## config.mk

```make
export PLATFORM = sky130hd
export DESIGN_NAME = dma_chan_ctl
export DESIGN_NICKNAME = d
export VERILOG_FILES = /design/src/rtl/dmach_pkg.sv /design/src/rtl/dmach_cmd_decode.sv /design/src/rtl/dmach_quiesce_timer.sv /design/src/rtl/dmach_state_fsm.sv /design/src/rtl/dma_chan_ctl.sv
export SDC_FILE = /design/constraint.sdc
export NUM_CORES = 1
export LEC_CHECK = 0
export BUFFER_PORTS_ARGS = -buffer_cell sky130_fd_sc_hd__buf_4
export CORE_MARGIN = 2
export CORE_UTILIZATION = 34
export DETAILED_ROUTE_END_ITERATION = 16
export PLACE_DENSITY = 0.63
export SETUP_SLACK_MARGIN = 0.3
export SYNTH_ARGS = -nofsm -noshare
export SYNTH_HDL_FRONTEND = slang
export SYNTH_SLANG_ARGS = --single-unit
```

## constraint.sdc

```tcl
create_clock -name clk -period 4.3 [get_ports clk]
set_clock_uncertainty 0.05 [all_clocks]
set_input_delay 1.29 -clock clk [delete_from_list [all_inputs] [get_ports clk]]
set_output_delay 1.29 -clock clk [all_outputs]
set_load 0.05 [all_outputs]
```

## src/rtl/dmach_pkg.sv

```systemverilog
package dmach_pkg;
  localparam int FIELD_W = 8;
  localparam int ST_LSB  = 8;
  localparam int CMD_LSB = 16;

  typedef enum logic [2:0] {
    ST_DIS  = 3'd0,
    ST_EN   = 3'd1,
    ST_RUN  = 3'd2,
    ST_SUS  = 3'd3,
    ST_STOP = 3'd4
  } ch_state_t;

  localparam logic [FIELD_W-1:0] CMD_NONE    = 8'd0;
  localparam logic [FIELD_W-1:0] CMD_ENABLE  = 8'd1;
  localparam logic [FIELD_W-1:0] CMD_SUSPEND = 8'd2;
  localparam logic [FIELD_W-1:0] CMD_RESET   = 8'd9;

  function automatic logic is_operational(input ch_state_t s);
    return (s == ST_EN) || (s == ST_RUN);
  endfunction
endpackage

```

## src/rtl/dmach_cmd_decode.sv

```systemverilog
module dmach_cmd_decode
  import dmach_pkg::*;
#(
  parameter int DATA_W = 32
) (
  input  logic                 wr,
  input  logic [DATA_W-1:0]    wdata,
  input  ch_state_t            cur_state,
  input  logic                 busy,
  output logic                 accept,
  output logic [FIELD_W-1:0]   acc_code
);
  logic [FIELD_W-1:0] code;
  logic               allowed;

  assign code = wdata[CMD_LSB +: FIELD_W];

  always_comb begin
    allowed = 1'b0;
    unique case (code)
      CMD_RESET:   allowed = 1'b1;
      CMD_ENABLE:  allowed = !busy && ((cur_state == ST_DIS) || (cur_state == ST_SUS));
      CMD_SUSPEND: allowed = !busy && is_operational(cur_state);
      default:     allowed = 1'b0;
    endcase
  end

  assign accept   = wr && allowed;
  assign acc_code = code;
endmodule

```

## src/rtl/dmach_quiesce_timer.sv

```systemverilog
module dmach_quiesce_timer #(
  parameter int CNT_W = 8
) (
  input  logic             clk,
  input  logic             rst,
  input  logic             load,
  input  logic [CNT_W-1:0] load_val,
  output logic             expired
);
  logic [CNT_W-1:0] cnt;

  always_ff @(posedge clk) begin
    if (rst) begin
      cnt <= '0;
    end else if (load) begin
      cnt <= load_val;
    end else if (cnt != '0) begin
      cnt <= cnt - 1'b1;
    end
  end

  assign expired = (cnt == '0);
endmodule

```

## src/rtl/dmach_state_fsm.sv

```systemverilog
module dmach_state_fsm
  import dmach_pkg::*;
(
  input  logic               clk,
  input  logic               rst,
  input  logic               accept,
  input  logic [FIELD_W-1:0] acc_code,
  input  logic               timer_expired,
  input  logic               desc_avail,
  input  logic               inflight,
  input  logic               err_evt,
  output ch_state_t          state,
  output logic               busy,
  output logic [FIELD_W-1:0] pend_code,
  output logic               ring_clr
);
  logic acc_reset;
  logic err_hit;
  logic commit;
  ch_state_t target;

  assign acc_reset = accept && (acc_code == CMD_RESET);
  assign err_hit   = err_evt && (state == ST_RUN) && !(busy && pend_code == CMD_RESET);
  assign commit    = busy && timer_expired &&
                     ((pend_code != CMD_SUSPEND) || !inflight);

  always_comb begin
    unique case (pend_code)
      CMD_ENABLE:  target = ST_EN;
      CMD_SUSPEND: target = ST_SUS;
      default:     target = ST_DIS;
    endcase
  end

  always_ff @(posedge clk) begin
    if (rst) begin
      state     <= ST_DIS;
      busy      <= 1'b0;
      pend_code <= CMD_NONE;
      ring_clr  <= 1'b0;
    end else begin
      ring_clr <= 1'b0;
      if (acc_reset) begin
        busy      <= 1'b1;
        pend_code <= CMD_RESET;
      end else if (err_hit) begin
        state     <= ST_STOP;
        busy      <= 1'b0;
        pend_code <= CMD_NONE;
      end else if (accept) begin
        busy      <= 1'b1;
        pend_code <= acc_code;
      end else if (commit) begin
        state     <= target;
        busy      <= 1'b0;
        pend_code <= CMD_NONE;
        ring_clr  <= (pend_code == CMD_RESET);
      end else if (!busy) begin
        if ((state == ST_EN) && desc_avail) begin
          state <= ST_RUN;
        end else if ((state == ST_RUN) && !desc_avail && !inflight) begin
          state <= ST_EN;
        end
      end
    end
  end
endmodule

```

## src/rtl/dma_chan_ctl.sv

```systemverilog
module dma_chan_ctl
  import dmach_pkg::*;
#(
  parameter int DATA_W = 32,
  parameter int CNT_W  = 8
) (
  input  logic              clk,
  input  logic              rst,
  input  logic              csr_wr,
  input  logic [DATA_W-1:0] csr_wdata,
  output logic [DATA_W-1:0] csr_rdata,
  input  logic [CNT_W-1:0]  quiesce_cycles,
  input  logic              desc_avail,
  input  logic              inflight,
  input  logic              err_evt,
  output logic              accept_desc,
  output logic              ring_clr
);
  localparam int ST_PAD = FIELD_W - $bits(ch_state_t);

  ch_state_t          state;
  logic               busy;
  logic               accept;
  logic [FIELD_W-1:0] acc_code;
  logic [FIELD_W-1:0] pend_code;
  logic               expired;

  dmach_cmd_decode #(.DATA_W(DATA_W)) u_dec (
    .wr        (csr_wr),
    .wdata     (csr_wdata),
    .cur_state (state),
    .busy      (busy),
    .accept    (accept),
    .acc_code  (acc_code)
  );

  dmach_quiesce_timer #(.CNT_W(CNT_W)) u_tmr (
    .clk      (clk),
    .rst      (rst),
    .load     (accept),
    .load_val (quiesce_cycles),
    .expired  (expired)
  );

  dmach_state_fsm u_fsm (
    .clk           (clk),
    .rst           (rst),
    .accept        (accept),
    .acc_code      (acc_code),
    .timer_expired (expired),
    .desc_avail    (desc_avail),
    .inflight      (inflight),
    .err_evt       (err_evt),
    .state         (state),
    .busy          (busy),
    .pend_code     (pend_code),
    .ring_clr      (ring_clr)
  );

  always_comb begin
    csr_rdata = '0;
    csr_rdata[ST_LSB +: FIELD_W]  = {{ST_PAD{1'b0}}, state};
    csr_rdata[CMD_LSB +: FIELD_W] = pend_code;
  end

  assign accept_desc = is_operational(state) && !busy;
endmodule

```

### Word level (Yosys, flattened, before mapping)

Index checks and enable logic that the tools add are counted.

* add/sub/neg operators: 1
* multipliers: 0
* div/mod/pow operators: 0
* $lt $le $gt $ge: 0
* eq/ne operators: 12
* shifts and indexed selects: 0
* mux-type cells: 18
* bitwise logic cells: 2
* reductions and logical operators: 29

Operators by type and width (number)
* 2-to-1 mux 8 bit: 4
* 2-to-1 mux 3 bit: 6
* equality test 8 x 1 -> 1 bit (second input constant): 2
* equality test 8 x 2 -> 1 bit (second input constant): 2
* equality test 8 x 4 -> 1 bit (second input constant): 2
* logical AND 1 bit: 12
* zero test 8 bit: 1
* 2-to-1 mux 4 bit: 2
* != test 8 x 2 -> 1 bit (second input constant): 1
* nonzero test 4 bit: 2
* nonzero test 8 bit: 1
* subtractor 8 x 1 -> 8 bit (second input constant): 1
* equality test 3 x 2 -> 1 bit (second input constant): 2
* OR reduction 5 bit: 1
* zero test 1 bit: 4
* 2-to-1 mux 1 bit: 4
* case mux 2 bit (2 select lines): 1
* AND reduction 4 bit: 1
* nonzero test 2 bit: 2
* equality test 3 x 1 -> 1 bit (second input constant): 1
* zero test 3 bit: 1
* logical OR 1 bit: 3
* != test 3 bit (second input constant): 1
* case mux 1 bit (3 select lines): 1
* 3 further kinds: 4

* flip-flop bits (word level): 21
* latch bits: 0
* bits in writable memories: 0
* memory bits (read-only): 0
* input bits: 46
* memories kept: 0

### Logic depth before layout (Yosys ltp)

Gate-level depths: netlist of the first run.

* depth in word-level cells: 9
* gate-level depth with buffers: 8
* depth with buffers taken out: 7

### Hierarchy

From an unflattened synthesis of the first run, not the netlist that was laid out.

* cell total of the unflattened synthesis: 174
* area total of the unflattened synthesis: 1470.2 um^2

Modules (own cells, without submodules)
* dmach_state_fsm: instances 1, cells each 80, area each 696.9 um^2, seq. area each 260.2 um^2
* dmach_quiesce_timer: instances 1, cells each 53, area each 475.5 um^2, seq. area each 160.2 um^2
* dma_chan_ctl: instances 1, cells each 24, area each 180.2 um^2, seq. area each 0.0 um^2
* dmach_cmd_decode: instances 1, cells each 17, area each 117.6 um^2, seq. area each 0.0 um^2

### Worst setup path after synthesis of the first run

No wires, ideal clock.

* kind: flip-flop to output port
* start: reg u_fsm.state[0]
* end: out accept_desc
* data arrival time: 2.057 ns
* slack: 0.903 ns
* stages on the path, launching flop included: 3
* path through: dfxtp_1 -> xnor2_1 -> nor3_1

* word-level cells in the longest chain between the ends: 3

RTL lines
* from (decl): RTL line dmach_state_fsm.sv:12 `output ch_state_t state,`
* from (signal assigned): RTL line dmach_state_fsm.sv:54 `state <= target;`
* equality test 3 x 1 -> 1 bit or equality test 3 x 2 -> 1 bit (tied branches): RTL line dmach_pkg.sv:20 `return (s == ST_EN) || (s == ST_RUN);`
* logical OR 1 bit (*): RTL line dmach_pkg.sv:20
* logical AND 1 bit (*): RTL line dma_chan_ctl.sv:66 `assign accept_desc = is_operational(state) && !busy;`
* to (decl): RTL line dma_chan_ctl.sv:16 `output logic accept_desc,`

Mark *: on every way between the ends. The rest lies on a longest branch, timed or not.

### Worst setup path in the final report of the first run

Ends and elaborated chain as after synthesis.

==> results of run 1 <==
## worst max path at each step
stage	from	to	cells past startpoint
4_1_cts	u_fsm.state[0]	accept_desc	3
3_5_place_dp	csr_wdata[18]	u_fsm.pend_code[0]	5
5_1_grt	csr_wdata[18]	u_fsm.pend_code[0]	5
6_report	u_fsm.state[0]	accept_desc	3
2_1_floorplan	u_fsm.state[0]	accept_desc	2
3_3_place_gp	csr_wdata[18]	u_fsm.pend_code[0]	5
## metal layers
metal	wire [um]	up-vias	track usage [%]
met5	0	-	0
li1	-	623	-
met4	15	0	2.806
met2	1519	27	24.39
met1	1301	567	16.09
met3	147	3	3.333
## final cells by class
| type | instances | area (um^2) | share of cell area [%] |
|---|---|---|---|
| multi-input cells | 130 | 843.3 | 51.33 |
| repair buffers | 34 | 255.2 | 15.54 |
| flip-flops and latches | 21 | 420.4 | 25.59 |
| well taps | 50 | 62.56 | 3.808 |
| inverters | 4 | 15.01 | 0.9139 |
| clock inverters | 1 | 5.005 | 0.3046 |
| clock buffers | 3 | 41.29 | 2.513 |
## per-stage QoR
step,power (mW),util (%)
finish,0.6932,41.67
global route,0.7490,41.67
CTS,0.7026,41.67
detailed placement,0.5681,40.50
global placement,0.5641,40.50
floorplan,0.5270,-
## cell families (layout without fill, tap and decap cells)
group | count (synthesis) | in the layout
DFF | 21 | 21
adders and majority gates | 2 | 2
buffers and inverters | 28 | 42
xor gates and xnor gates | 5 | 5
muxes | 5 | 5
other | 1 | 21
and+or+nand+nor | 67 | 67
AOI/OAI and AO/OA | 30 | 30
## sequential cells by signal, summed over array words and instances (netlist names)
| name | cells |
|---|---|
| u_fsm.pend_code | 8 |
| u_fsm.busy | 1 |
| u_fsm.state | 3 |
| u_fsm.ring_clr | 1 |
| u_tmr.cnt | 8 |
## power by group
| group | internal, mW | total, mW | switching (mW) |
|---|---|---|---|
| logic | 0.136 | 0.300 | 0.164 |
| clock network | 0.0646 | 0.131 | 0.0663 |
| registers | 0.227 | 0.262 | 0.0351 |
| total | 0.428 | 0.693 | 0.265 |
## cells in the mapped netlist (all sizes together) (4+ instances only)
library cell | n | area, um^2
o21ai | 6 | 30.03
nand3 | 10 | 62.56
nor4 | 4 | 25.02
nor2b | 4 | 25.02
mux2i | 4 | 40.04
buf | 21 | 157.7
nor3 | 8 | 40.04
nand2 | 9 | 33.78
a21oi | 5 | 25.02
nor3b | 6 | 56.31
nor2 | 6 | 22.52
dfxtp | 21 | 420.4
nor4b | 4 | 35.03
inv | 4 | 15.01
xnor2 | 5 | 43.79
## placed cells by master (no fill, tap or decap), drive strengths merged, types with 2 or more instances in the layout
| cell type | count |
|---|---|
| nand2b | 3 |
| nor4 | 4 |
| o21ai | 6 |
| ha | 2 |
| dfxtp | 21 |
| a211oi | 3 |
| clkbuf | 3 |
| or4 | 2 |
| buf | 34 |
| a311oi | 3 |
| nand4 | 2 |
| nor3 | 8 |
| nor3b | 6 |
| conb | 21 |
| nor4b | 4 |
| nand2 | 9 |
| o211ai | 3 |
| nand3 | 10 |
| xnor2 | 5 |
| a32oi | 2 |
| and2 | 2 |
| nor2b | 4 |
| inv | 4 |
| mux2i | 4 |
| nor2 | 6 |
| a21oi | 5 |
## critical path: stages, from the launching register on
cell     delay [ps]
dfxtp_1         440
xnor2_1         130
nor3_1          340
buf_4           280
==> metrics.txt, run 1 <==
# TYPE chip_impl_metric gauge
chip_impl_info{name="whs_endpoint",value="u_fsm.pend_code[4]"} 1
chip_impl_info{name="grt_setup_unrepaired",value="false"} 1
chip_impl_metric{name="largest_net_degree_at_the_start_of_global_routing",unit=""} 17
chip_impl_metric{name="postCtsSetupRepairBufs",unit=""} 0
chip_impl_metric{name="post_cts_resized",unit=""} 0
chip_impl_metric{name="synth.mux.area_fraction",unit="%"} 3.737
chip_impl_metric{name="detail_route.wirelength",unit="mm"} 2.983
chip_impl_metric{name="setup.reg_to_reg.worst_slack",unit="ps"} 2170
chip_impl_metric{name="nNetsFinal",unit=""} 242
chip_impl_metric{name="clkLatencyLatePin",unit="ps"} 260
chip_impl_info{name="run_status",value="finished, final reports clean"} 1
chip_impl_metric{name="period_minus_slack",unit="ps"} 2783
chip_impl_metric{name="worst_ep_arrival_time",unit="ps"} 1440
chip_impl_metric{name="die_w",unit="um"} 67.54
chip_impl_metric{name="grt_util_all_layers",unit="%"} 13.53
chip_impl_metric{name="placed_cell_area",unit="mm^2"} 0.001597
chip_impl_metric{name="hold_ws",unit="ps"} 461.1
chip_impl_info{name="critical_path.startpoint_type",value="register"} 1
chip_impl_metric{name="layout_setup_ws",unit="ps"} 1517
chip_impl_metric{name="max_cap_viol_count",unit=""} 0
chip_impl_metric{name="antenna_found_initial",unit=""} 0
chip_impl_metric{name="grt_first_pass_wirelength",unit="mm"} 4.726
chip_impl_metric{name="drt-pass1-iter-count",unit=""} 4
chip_impl_metric{name="dp_slack",unit="ps"} 1263
chip_impl_metric{name="seq_area_frac_synth",unit="%"} 30.63
chip_impl_metric{name="synth.cell_area",unit="mm^2"} 0.001373
chip_impl_metric{name="detail_route.drc_violations",unit=""} 0
chip_impl_metric{name="clock_sinks",unit=""} 21
chip_impl_info{name="worstHoldStart",value="u_fsm.pend_code[4]"} 1
chip_impl_metric{name="dp_hpwl",unit="mm"} 2.355
chip_impl_info{name="worst_r2r_startpoint",value="u_tmr.cnt[3]"} 1
chip_impl_metric{name="async_flop_share",unit="%"} 0
chip_impl_metric{name="floorplan.die.height",unit="um"} 67.54
chip_impl_info{name="criticalPathCategory",value="reg2out"} 1
chip_impl_info{name="crit-reg2reg-capture",value="u_fsm.state[1]"} 1
chip_impl_metric{name="worst_slew_margin_relative_to_its_limit",unit="%"} 61.87
chip_impl_metric{name="clk_transition_reported_paths",unit="ps"} 80
chip_impl_metric{name="deepest_clock_path_buffer_count",unit=""} 2
chip_impl_metric{name="drtIter0Drc",unit=""} 46
chip_impl_metric{name="layout-drive-gt1-share",unit="%"} 23.32
chip_impl_info{name="synth_top_family_by_area",value="simple AND/OR/NAND/NOR gates"} 1
chip_impl_metric{name="worstPathRequired",unit="ps"} 2960
chip_impl_metric{name="routabilityCongestion",unit=""} 0.7787
chip_impl_metric{name="final_max_slew_viol_count",unit=""} 0
chip_impl_metric{name="depth_of_the_worst_hold_timing_path",unit=""} 1
chip_impl_info{name="tritoncts",value="built"} 1
chip_impl_metric{name="ys_ff_latch",unit=""} 21
chip_impl_metric{name="post-place-cells",unit=""} 239
chip_impl_metric{name="irDropWorstVdd",unit="mV"} 0.2574
chip_impl_info{name="clk_root_buffer_cell",value="clkbuf_8"} 1
chip_impl_metric{name="finalSetupViolations",unit=""} 0
chip_impl_metric{name="antennaDiodeCount",unit=""} 0
chip_impl_info{name="timing.critical_path.to_type",value="primary output"} 1
chip_impl_metric{name="stdcell_area",unit="mm^2"} 0.001643
chip_impl_metric{name="cellPowerDensity",unit="mW/mm^2"} 421.9
chip_impl_metric{name="route.antenna.remaining_nets",unit=""} 0
chip_impl_metric{name="fillers",unit=""} 424
chip_impl_metric{name="synth_warn",unit=""} 0
chip_impl_metric{name="avgViaCountPerCell",unit=""} 5.021
chip_impl_metric{name="buffer_ports.inserted",unit=""} 34
chip_impl_metric{name="gr-total-overflow",unit=""} 0
chip_impl_metric{name="fp.dieArea",unit="mm^2"} 0.004561
chip_impl_metric{name="std_cell_rows",unit=""} 23
chip_impl_info{name="synth_top_flop_cell",value="dfxtp_1"} 1
chip_impl_metric{name="floorplan.io_pins",unit=""} 80
chip_impl_metric{name="reg2reg_depth",unit=""} 5
chip_impl_metric{name="synth-adder-area-share",unit="%"} 1.823
chip_impl_metric{name="final-instance-count-excl-fill",unit=""} 243
chip_impl_metric{name="synth_enable_flop_cells",unit=""} 0
chip_impl_metric{name="p_leak",unit="nW"} 0.6245
chip_impl_metric{name="timing.setup.tns",unit="ps"} 0
chip_impl_metric{name="cts_htree_levels",unit=""} 1
chip_impl_info{name="hold_class",value="reg2reg"} 1
chip_impl_metric{name="synthSimpleGateAreaFrac",unit="%"} 30.63
chip_impl_metric{name="num_vias",unit=""} 1220
chip_impl_metric{name="postSynthAreaPerCell",unit="um^2"} 8.632
chip_impl_metric{name="synth-xor-area-share",unit="%"} 3.191
chip_impl_metric{name="fmaxAchievable",unit="MHz"} 359.4
chip_impl_metric{name="crit_path_max_fanout",unit=""} 6
chip_impl_metric{name="cts_buffers",unit=""} 3
chip_impl_metric{name="initial_core_util",unit="%"} 34.81
chip_impl_metric{name="min_period_over_period",unit="%"} 64.72
chip_impl_metric{name="synthDistinctLibCells",unit=""} 45
chip_impl_metric{name="synth_compound_gate_area_share",unit="%"} 16.32
chip_impl_metric{name="final_hold_viol_count",unit=""} 0
chip_impl_metric{name="syn_to_final_growth",unit="%"} 19.69
chip_impl_metric{name="netlist_instances",unit=""} 159
chip_impl_metric{name="drt-wirelength-per-cell",unit="um"} 12.28
chip_impl_metric{name="first_global_vias",unit=""} 1062
chip_impl_metric{name="max_slew.worst_pin.slew",unit="ps"} 564.2
chip_impl_metric{name="placeableCoreArea",unit="mm^2"} 0.003943
chip_impl_metric{name="hold_buffers",unit=""} 0
No activity file was read; power rests on OpenSTA's default activity.
==> run 2, diff against run 1 <==
--- a/config.mk
+++ b/config.mk
@@ -9,7 +9,7 @@
 export CORE_MARGIN = 2
 export CORE_UTILIZATION = 34
 export DETAILED_ROUTE_END_ITERATION = 16
-export PLACE_DENSITY = 0.63
+export PLACE_DENSITY = 0.65
 export SETUP_SLACK_MARGIN = 0.3
 export SYNTH_ARGS = -nofsm -noshare
 export SYNTH_HDL_FRONTEND = slang
==> constraint.sdc (replaced) <==
create_clock -name clk -period 2.3 [get_ports clk]
set_clock_uncertainty 0.05 [all_clocks]
set_input_delay 0.69 -clock clk [delete_from_list [all_inputs] [get_ports clk]]
set_output_delay 0.69 -clock clk [all_outputs]
set_load 0.05 [all_outputs]
==> run 2 against run 1 <==
First-iteration DRC count increased by 13%. Register-to-register slack worse by 1800 ps. Sequential share of layout area fell by 1.8 points. Critical path type unchanged.
==> metrics.txt, run 2 (synthesized netlist as in run 1, its figures left out) <==
# TYPE chip_impl_metric gauge
chip_impl_info{name="run_status",value="finished, final reports clean"} 1
chip_impl_metric{name="syn_to_final_growth",unit="%"} 32.09
chip_impl_metric{name="die_w",unit="um"} 67.54
chip_impl_metric{name="dp_slack",unit="ps"} 225.3
chip_impl_info{name="critical_path.startpoint_type",value="register"} 1
chip_impl_info{name="criticalPathCategory",value="reg2out"} 1
chip_impl_metric{name="swShare",unit="%"} 38.29
chip_impl_metric{name="max_cap_viol_count",unit=""} 0
chip_impl_metric{name="routabilityCongestion",unit=""} 0.8014
chip_impl_metric{name="buffer_ports.inserted",unit=""} 34
chip_impl_info{name="grt_setup_unrepaired",value="false"} 1
chip_impl_metric{name="fp.dieArea",unit="mm^2"} 0.004561
chip_impl_metric{name="layout_setup_ws",unit="ps"} 369.4
chip_impl_metric{name="route.antenna.remaining_nets",unit=""} 0
chip_impl_metric{name="cellPowerDensity",unit="mW/mm^2"} 773.8
chip_impl_info{name="layout.cells.most_common",value="buf_4"} 1
chip_impl_metric{name="floorplan.io_pins",unit=""} 80
chip_impl_metric{name="finalSetupViolations",unit=""} 0
chip_impl_metric{name="clk_transition_reported_paths",unit="ps"} 80
chip_impl_info{name="hold_class",value="reg2reg"} 1
chip_impl_metric{name="antenna_found_initial",unit=""} 0
chip_impl_info{name="most-common-layout-cells",value="buf_4, conb_1, dfxtp_1"} 1
chip_impl_info{name="tritoncts",value="built"} 1
chip_impl_info{name="worst_path_max_delay_cell",value="dfxtp_2"} 1
chip_impl_metric{name="detail_route.wirelength",unit="mm"} 3.335
chip_impl_metric{name="post-place-cells",unit=""} 247
chip_impl_metric{name="cts_buffers",unit=""} 3
chip_impl_metric{name="worst_ep_arrival_time",unit="ps"} 1190
chip_impl_info{name="timing.critical_path.to_type",value="primary output"} 1
chip_impl_metric{name="cts_htree_levels",unit=""} 1
chip_impl_metric{name="crit_path_max_fanout",unit=""} 6
chip_impl_metric{name="pwr-share-clk",unit="%"} 18.0
chip_impl_metric{name="drt-wirelength-per-cell",unit="um"} 13.08
chip_impl_info{name="clk_root_buffer_cell",value="clkbuf_8"} 1
chip_impl_metric{name="hold_buffers",unit=""} 0
chip_impl_metric{name="fin_util",unit="%"} 45.99
chip_impl_metric{name="num_vias",unit=""} 1282
chip_impl_metric{name="std_cell_rows",unit=""} 23
chip_impl_info{name="critical_path.cell_chain",value="buf_4, nor3_4, buf_6"} 1
chip_impl_metric{name="total_power",unit="mW"} 1.403
chip_impl_metric{name="floorplan.die.height",unit="um"} 67.54
chip_impl_metric{name="largest_net_degree_at_the_start_of_global_routing",unit=""} 17
chip_impl_metric{name="grt_util_all_layers",unit="%"} 15.19
chip_impl_metric{name="power_switching",unit="mW"} 0.5372
chip_impl_metric{name="irDropWorstVdd",unit="mV"} 0.5430
chip_impl_metric{name="p_int",unit="mW"} 0.8657
chip_impl_metric{name="drtIter0Drc",unit=""} 52
chip_impl_metric{name="final_max_slew_viol_count",unit=""} 0
chip_impl_metric{name="clkLatencyLatePin",unit="ps"} 270
chip_impl_metric{name="dp_hpwl",unit="mm"} 2.502
chip_impl_metric{name="antennaDiodeCount",unit=""} 0
chip_impl_metric{name="grt_first_pass_wirelength",unit="mm"} 5.230
chip_impl_info{name="largestRegisters",value="u_fsm.pend_code x8, u_tmr.cnt x8, u_fsm.state x3"} 1
chip_impl_metric{name="nNetsFinal",unit=""} 254
chip_impl_metric{name="detail_route.drc_violations",unit=""} 0
chip_impl_metric{name="sequential_share_of_power",unit="%"} 35.0
chip_impl_metric{name="deepest_clock_path_buffer_count",unit=""} 2
chip_impl_metric{name="min_period_over_period",unit="%"} 83.94
chip_impl_metric{name="first_global_vias",unit=""} 1165
chip_impl_metric{name="gr-total-overflow",unit=""} 0
chip_impl_metric{name="fmaxAchievable",unit="MHz"} 518.0
chip_impl_metric{name="cpPeakStageDelay",unit="ps"} 370
chip_impl_metric{name="final_hold_viol_count",unit=""} 0
chip_impl_metric{name="initial_core_util",unit="%"} 34.81
chip_impl_metric{name="period_minus_slack",unit="ps"} 1931
chip_impl_metric{name="placeableCoreArea",unit="mm^2"} 0.003943
chip_impl_metric{name="layout-drive-gt1-share",unit="%"} 32.20
chip_impl_metric{name="timing.setup.tns",unit="ps"} 0
chip_impl_metric{name="avgViaCountPerCell",unit=""} 5.027
chip_impl_metric{name="final-instance-count-excl-fill",unit=""} 255
chip_impl_metric{name="p_leak",unit="nW"} 0.6972
chip_impl_metric{name="clock_sinks",unit=""} 21
chip_impl_metric{name="share_comb_of_total_power",unit="%"} 46.9
chip_impl_metric{name="drt-pass1-iter-count",unit=""} 4
chip_impl_metric{name="worstPathRequired",unit="ps"} 1560
[run 2: cell types whose count changed in the layout (fill, tap and decap cells not counted), moves of 2 or more]
cell	before	now
a32oi_2	2	0
buf_6	0	2
a32oi_4	0	2
buf_4	34	44
dfxtp_4	0	2
dfxtp_1	21	17
dfxtp_2	0	2
[run 2: cell type report]
cell class                      instances  area [um^2]
Sequential cell                        21        430.4
Timing Repair Buffer                   46        352.8
Inverter                                4        15.01
Tap cell                               50        62.56
Multi-Input combinational cell        130        905.9
Fill cell                             399         2130
Clock buffer                            3        41.29
Clock inverter                          1        5.005
[run 2: path summary, 6_finish.rpt]
kind                       from            endpoint  slack (ps)  cells after the start
max                  u_fsm.busy         accept_desc         370                      3
min          u_fsm.pend_code[5]  u_fsm.pend_code[5]         460                      1
max reg2reg        u_tmr.cnt[5]      u_fsm.state[0]         380                      5
min reg2reg  u_fsm.pend_code[5]  u_fsm.pend_code[5]         460                      1
[run 2: timing repair]
action                                  4_1_cts  5_1_grt
pin swaps                                     1        5
resized for setup                             1        7
endpoints found under the setup margin        1       14
setup buffers                                 1        3
[run 2: per-layer routing]
| metal | global-route usage, % | wire length (um) |
|---|---|---|
| met2 | 26.59 | 1723 |
| met1 | 17.81 | 1423 |
| met3 | 4.333 | 156 |
| met5 | 0 | 0 |
| met4 | 4.592 | 32 |
[run 2: worst max-delay path, delay by kind of cell (launching register included)]
family | cells | cell delay [ps]
AND/OR/NAND/NOR | 1 | 210
buffers and inverters | 2 | 350
flip-flops | 1 | 370
[run 2: power groups by stage]
stage / Clock, mW / Sequential, mW / Combinational, mW
after global routing: 0.277 / 0.498 / 0.730
final: 0.253 / 0.492 / 0.658
after global placement: 0 / 0.494 / 0.588
after detailed placement: 0 / 0.494 / 0.594
after floorplan: 0 / 0.481 / 0.505
after CTS: 0.261 / 0.487 / 0.601
[run 2: per-stage QoR]
stage / instance area [um^2] / hold WS [ps]
final: 1813 / 462.9
after global routing: 1813 / 480.5
after CTS: 1764 / 465.1
after detailed placement: 1707 / 453.7
after global placement: 1707 / 449.3
after floorplan: 1498 / 425.6
==> run 3, diff against run 2 <==
==> constraint.sdc (replaced) <==
create_clock -name clk -period 1.61 [get_ports clk]
set_clock_uncertainty 0.05 [all_clocks]
set_input_delay 0.483 -clock clk [delete_from_list [all_inputs] [get_ports clk]]
set_output_delay 0.483 -clock clk [all_outputs]
set_load 0.05 [all_outputs]
==> run 3 against run 2 <==
The run now ends with negative setup slack left. Routed wire length increased by 31%. Die area stayed put. Critical path depth rose by 2. Design area grew 38%. Sequential share of layout area down 5.4 points. First-iteration DRC count up 75%. Final cell count is 18% higher. Sequential power grew 36%. Largest cell class unchanged.
==> metrics.txt, run 3 (synthesized netlist as in run 1, its figures left out) <==
# TYPE chip_impl_metric gauge
chip_impl_metric{name="floorplan.die.height",unit="um"} 67.54
chip_impl_info{name="layout.cells.most_common",value="buf_4"} 1
chip_impl_metric{name="gr-total-overflow",unit=""} 0
chip_impl_metric{name="max_cap_viol_count",unit=""} 0
chip_impl_metric{name="worst_ep_arrival_time",unit="ps"} 2050
chip_impl_info{name="tritoncts",value="built"} 1
chip_impl_metric{name="power_switching",unit="mW"} 0.8669
chip_impl_metric{name="syn_to_final_growth",unit="%"} 82.41
chip_impl_metric{name="hold_buffers",unit=""} 0
chip_impl_info{name="run_status",value="finished, violations left"} 1
chip_impl_metric{name="num_vias",unit=""} 1538
chip_impl_metric{name="share_comb_of_total_power",unit="%"} 55.5
chip_impl_metric{name="route.met3.wl",unit="um"} 162
chip_impl_metric{name="antennaDiodeCount",unit=""} 0
chip_impl_metric{name="crit_path_max_fanout",unit=""} 3
chip_impl_metric{name="stdcell_area",unit="mm^2"} 0.002504
chip_impl_metric{name="final-instance-count-excl-fill",unit=""} 302
chip_impl_metric{name="detail_route.wirelength",unit="mm"} 4.353
chip_impl_info{name="criticalPathCategory",value="reg2reg"} 1
chip_impl_metric{name="reg2reg_depth",unit=""} 5
chip_impl_info{name="violated_checks",value="negative setup slack"} 1
chip_impl_info{name="clk_root_buffer_cell",value="clkbuf_8"} 1
chip_impl_metric{name="grt_first_pass_wirelength",unit="mm"} 6.672
chip_impl_metric{name="hold_ws",unit="ps"} 418.9
chip_impl_metric{name="sequential_share_of_power",unit="%"} 28.9
chip_impl_metric{name="clock_sinks",unit=""} 21
chip_impl_metric{name="antenna_found_initial",unit=""} 0
chip_impl_metric{name="swShare",unit="%"} 37.35
chip_impl_metric{name="fp.dieArea",unit="mm^2"} 0.004561
chip_impl_info{name="top_layer_used",value="met4"} 1
chip_impl_metric{name="met2RoutedLength",unit="mm"} 2.437
chip_impl_metric{name="placeableCoreArea",unit="mm^2"} 0.003943
chip_impl_metric{name="drt-pass1-iter-count",unit=""} 4
chip_impl_metric{name="nNetsFinal",unit=""} 301
chip_impl_metric{name="pwr-share-clk",unit="%"} 15.6
chip_impl_metric{name="p_leak",unit="nW"} 1.031
chip_impl_metric{name="floorplan.io_pins",unit=""} 80
chip_impl_metric{name="clk_transition_reported_paths",unit="ps"} 80
chip_impl_metric{name="min_period_over_period",unit="%"} 119.1
chip_impl_metric{name="cts_htree_levels",unit=""} 1
chip_impl_metric{name="placed_cell_area",unit="mm^2"} 0.002036
chip_impl_info{name="largestRegisters",value="u_fsm.pend_code x8, u_tmr.cnt x8, u_fsm.state x3"} 1
chip_impl_metric{name="deepest_clock_path_buffer_count",unit=""} 2
chip_impl_metric{name="route.antenna.remaining_nets",unit=""} 0
chip_impl_metric{name="detail_route.drc_violations",unit=""} 0
chip_impl_info{name="worst_r2r_startpoint",value="u_tmr.cnt[5]"} 1
chip_impl_metric{name="layout-drive-gt1-share",unit="%"} 58.33
chip_impl_metric{name="clkLatencyLatePin",unit="ps"} 270
chip_impl_metric{name="cellPowerDensity",unit="mW/mm^2"} 927.0
chip_impl_metric{name="avgViaCountPerCell",unit=""} 5.093
chip_impl_metric{name="buffer_ports.inserted",unit=""} 34
chip_impl_metric{name="layout_setup_ws",unit="ps"} -308.3
chip_impl_metric{name="depth_of_the_worst_hold_timing_path",unit=""} 3
chip_impl_metric{name="initial_core_util",unit="%"} 34.81
chip_impl_metric{name="setup.reg_to_reg.worst_slack",unit="ps"} -310
chip_impl_metric{name="p_int",unit="mW"} 1.454
chip_impl_info{name="critPathLaunch",value="u_tmr.cnt[5]"} 1
chip_impl_info{name="most-common-layout-cells",value="buf_4, conb_1, buf_6"} 1
chip_impl_metric{name="dp_slack",unit="ps"} -239.1
chip_impl_metric{name="drtIter0Drc",unit=""} 91
chip_impl_info{name="hold_class",value="in2reg"} 1
chip_impl_metric{name="fmaxAchievable",unit="MHz"} 521.3
chip_impl_info{name="grt_setup_unrepaired",value="true"} 1
chip_impl_metric{name="irDropWorstVdd",unit="mV"} 0.8193
chip_impl_metric{name="grt_util_all_layers",unit="%"} 19.49
chip_impl_metric{name="cts_buffers",unit=""} 3
chip_impl_metric{name="m1WireLength",unit="mm"} 1.712
chip_impl_metric{name="std_cell_rows",unit=""} 23
chip_impl_metric{name="first_global_vias",unit=""} 1465
chip_impl_metric{name="final_max_slew_viol_count",unit=""} 0
chip_impl_metric{name="drt-wirelength-per-cell",unit="um"} 14.41
chip_impl_info{name="worstHoldStart",value="quiesce_cycles[0]"} 1
chip_impl_metric{name="dp_hpwl",unit="mm"} 2.820
chip_impl_info{name="timing.critical_path.to_type",value="register"} 1
chip_impl_info{name="critical_path.startpoint_type",value="register"} 1
chip_impl_metric{name="post-place-cells",unit=""} 289
chip_impl_metric{name="routabilityCongestion",unit=""} 0.8634
chip_impl_metric{name="die_w",unit="um"} 67.54
chip_impl_metric{name="finalSetupViolations",unit=""} 22
chip_impl_metric{name="worstPathRequired",unit="ps"} 1740
chip_impl_metric{name="total_power",unit="mW"} 2.321
chip_impl_metric{name="period_minus_slack",unit="ps"} 1918
chip_impl_metric{name="final_hold_viol_count",unit=""} 0
chip_impl_metric{name="largest_net_degree_at_the_start_of_global_routing",unit=""} 16
run 3: stage by stage:
step,utilization (%),setup TNS [ps]
final,63.50,-3024
after floorplan,-,-7249
after global placement,51.63,-2625
after detailed placement,51.63,-2646
after global routing,63.50,-4670
after CTS,60.81,-2283
run 3: final timing paths:
kind,endpoint
min,u_tmr.cnt[0]
min reg2reg,u_fsm.pend_code[2]
max reg2reg,u_fsm.state[0]
max,u_fsm.state[0]
run 3: worst max-delay path: stages (launching register included):
cell and delay (ps):
dfxtp_2 330, or4_4 550, nor3b_4 270, nand3_4 130, a32oi_4 250, mux2i_1 250
run 3: power by group through the flow:
stage	combinational, mW	sequential (mW)	clock, mW
2_1_floorplan	0.719	0.688	0
3_3_place_gp	1.10	0.674	0
3_5_place_dp	1.11	0.673	0
4_1_cts	1.20	0.668	0.359
5_1_grt	1.41	0.679	0.382
6_report	1.29	0.670	0.363
run 3: area by class of cell:
type / instances / area [um^2]
Timing Repair Buffer: 93 / 852.1
Inverter: 4 / 15.01
Clock buffer: 3 / 41.29
Fill cell: 321 / 1439
Multi-Input combinational cell: 130 / 1070
Clock inverter: 1 / 5.005
Sequential cell: 21 / 457.9
Tap cell: 50 / 62.56
run 3: repair_timing:
action | 4_1_cts | 5_1_grt
resized for setup | 72 | 15
endpoints found under the setup margin | 33 | 34
setup buffers | 3 | 6
pin swaps | 19 | 8
run 3: metal layers:
metal,track usage [%],vias up
met2,37.25,45
met1,22.13,747
li1,-,740
met3,4.000,6
met5,0,-
met4,3.571,0
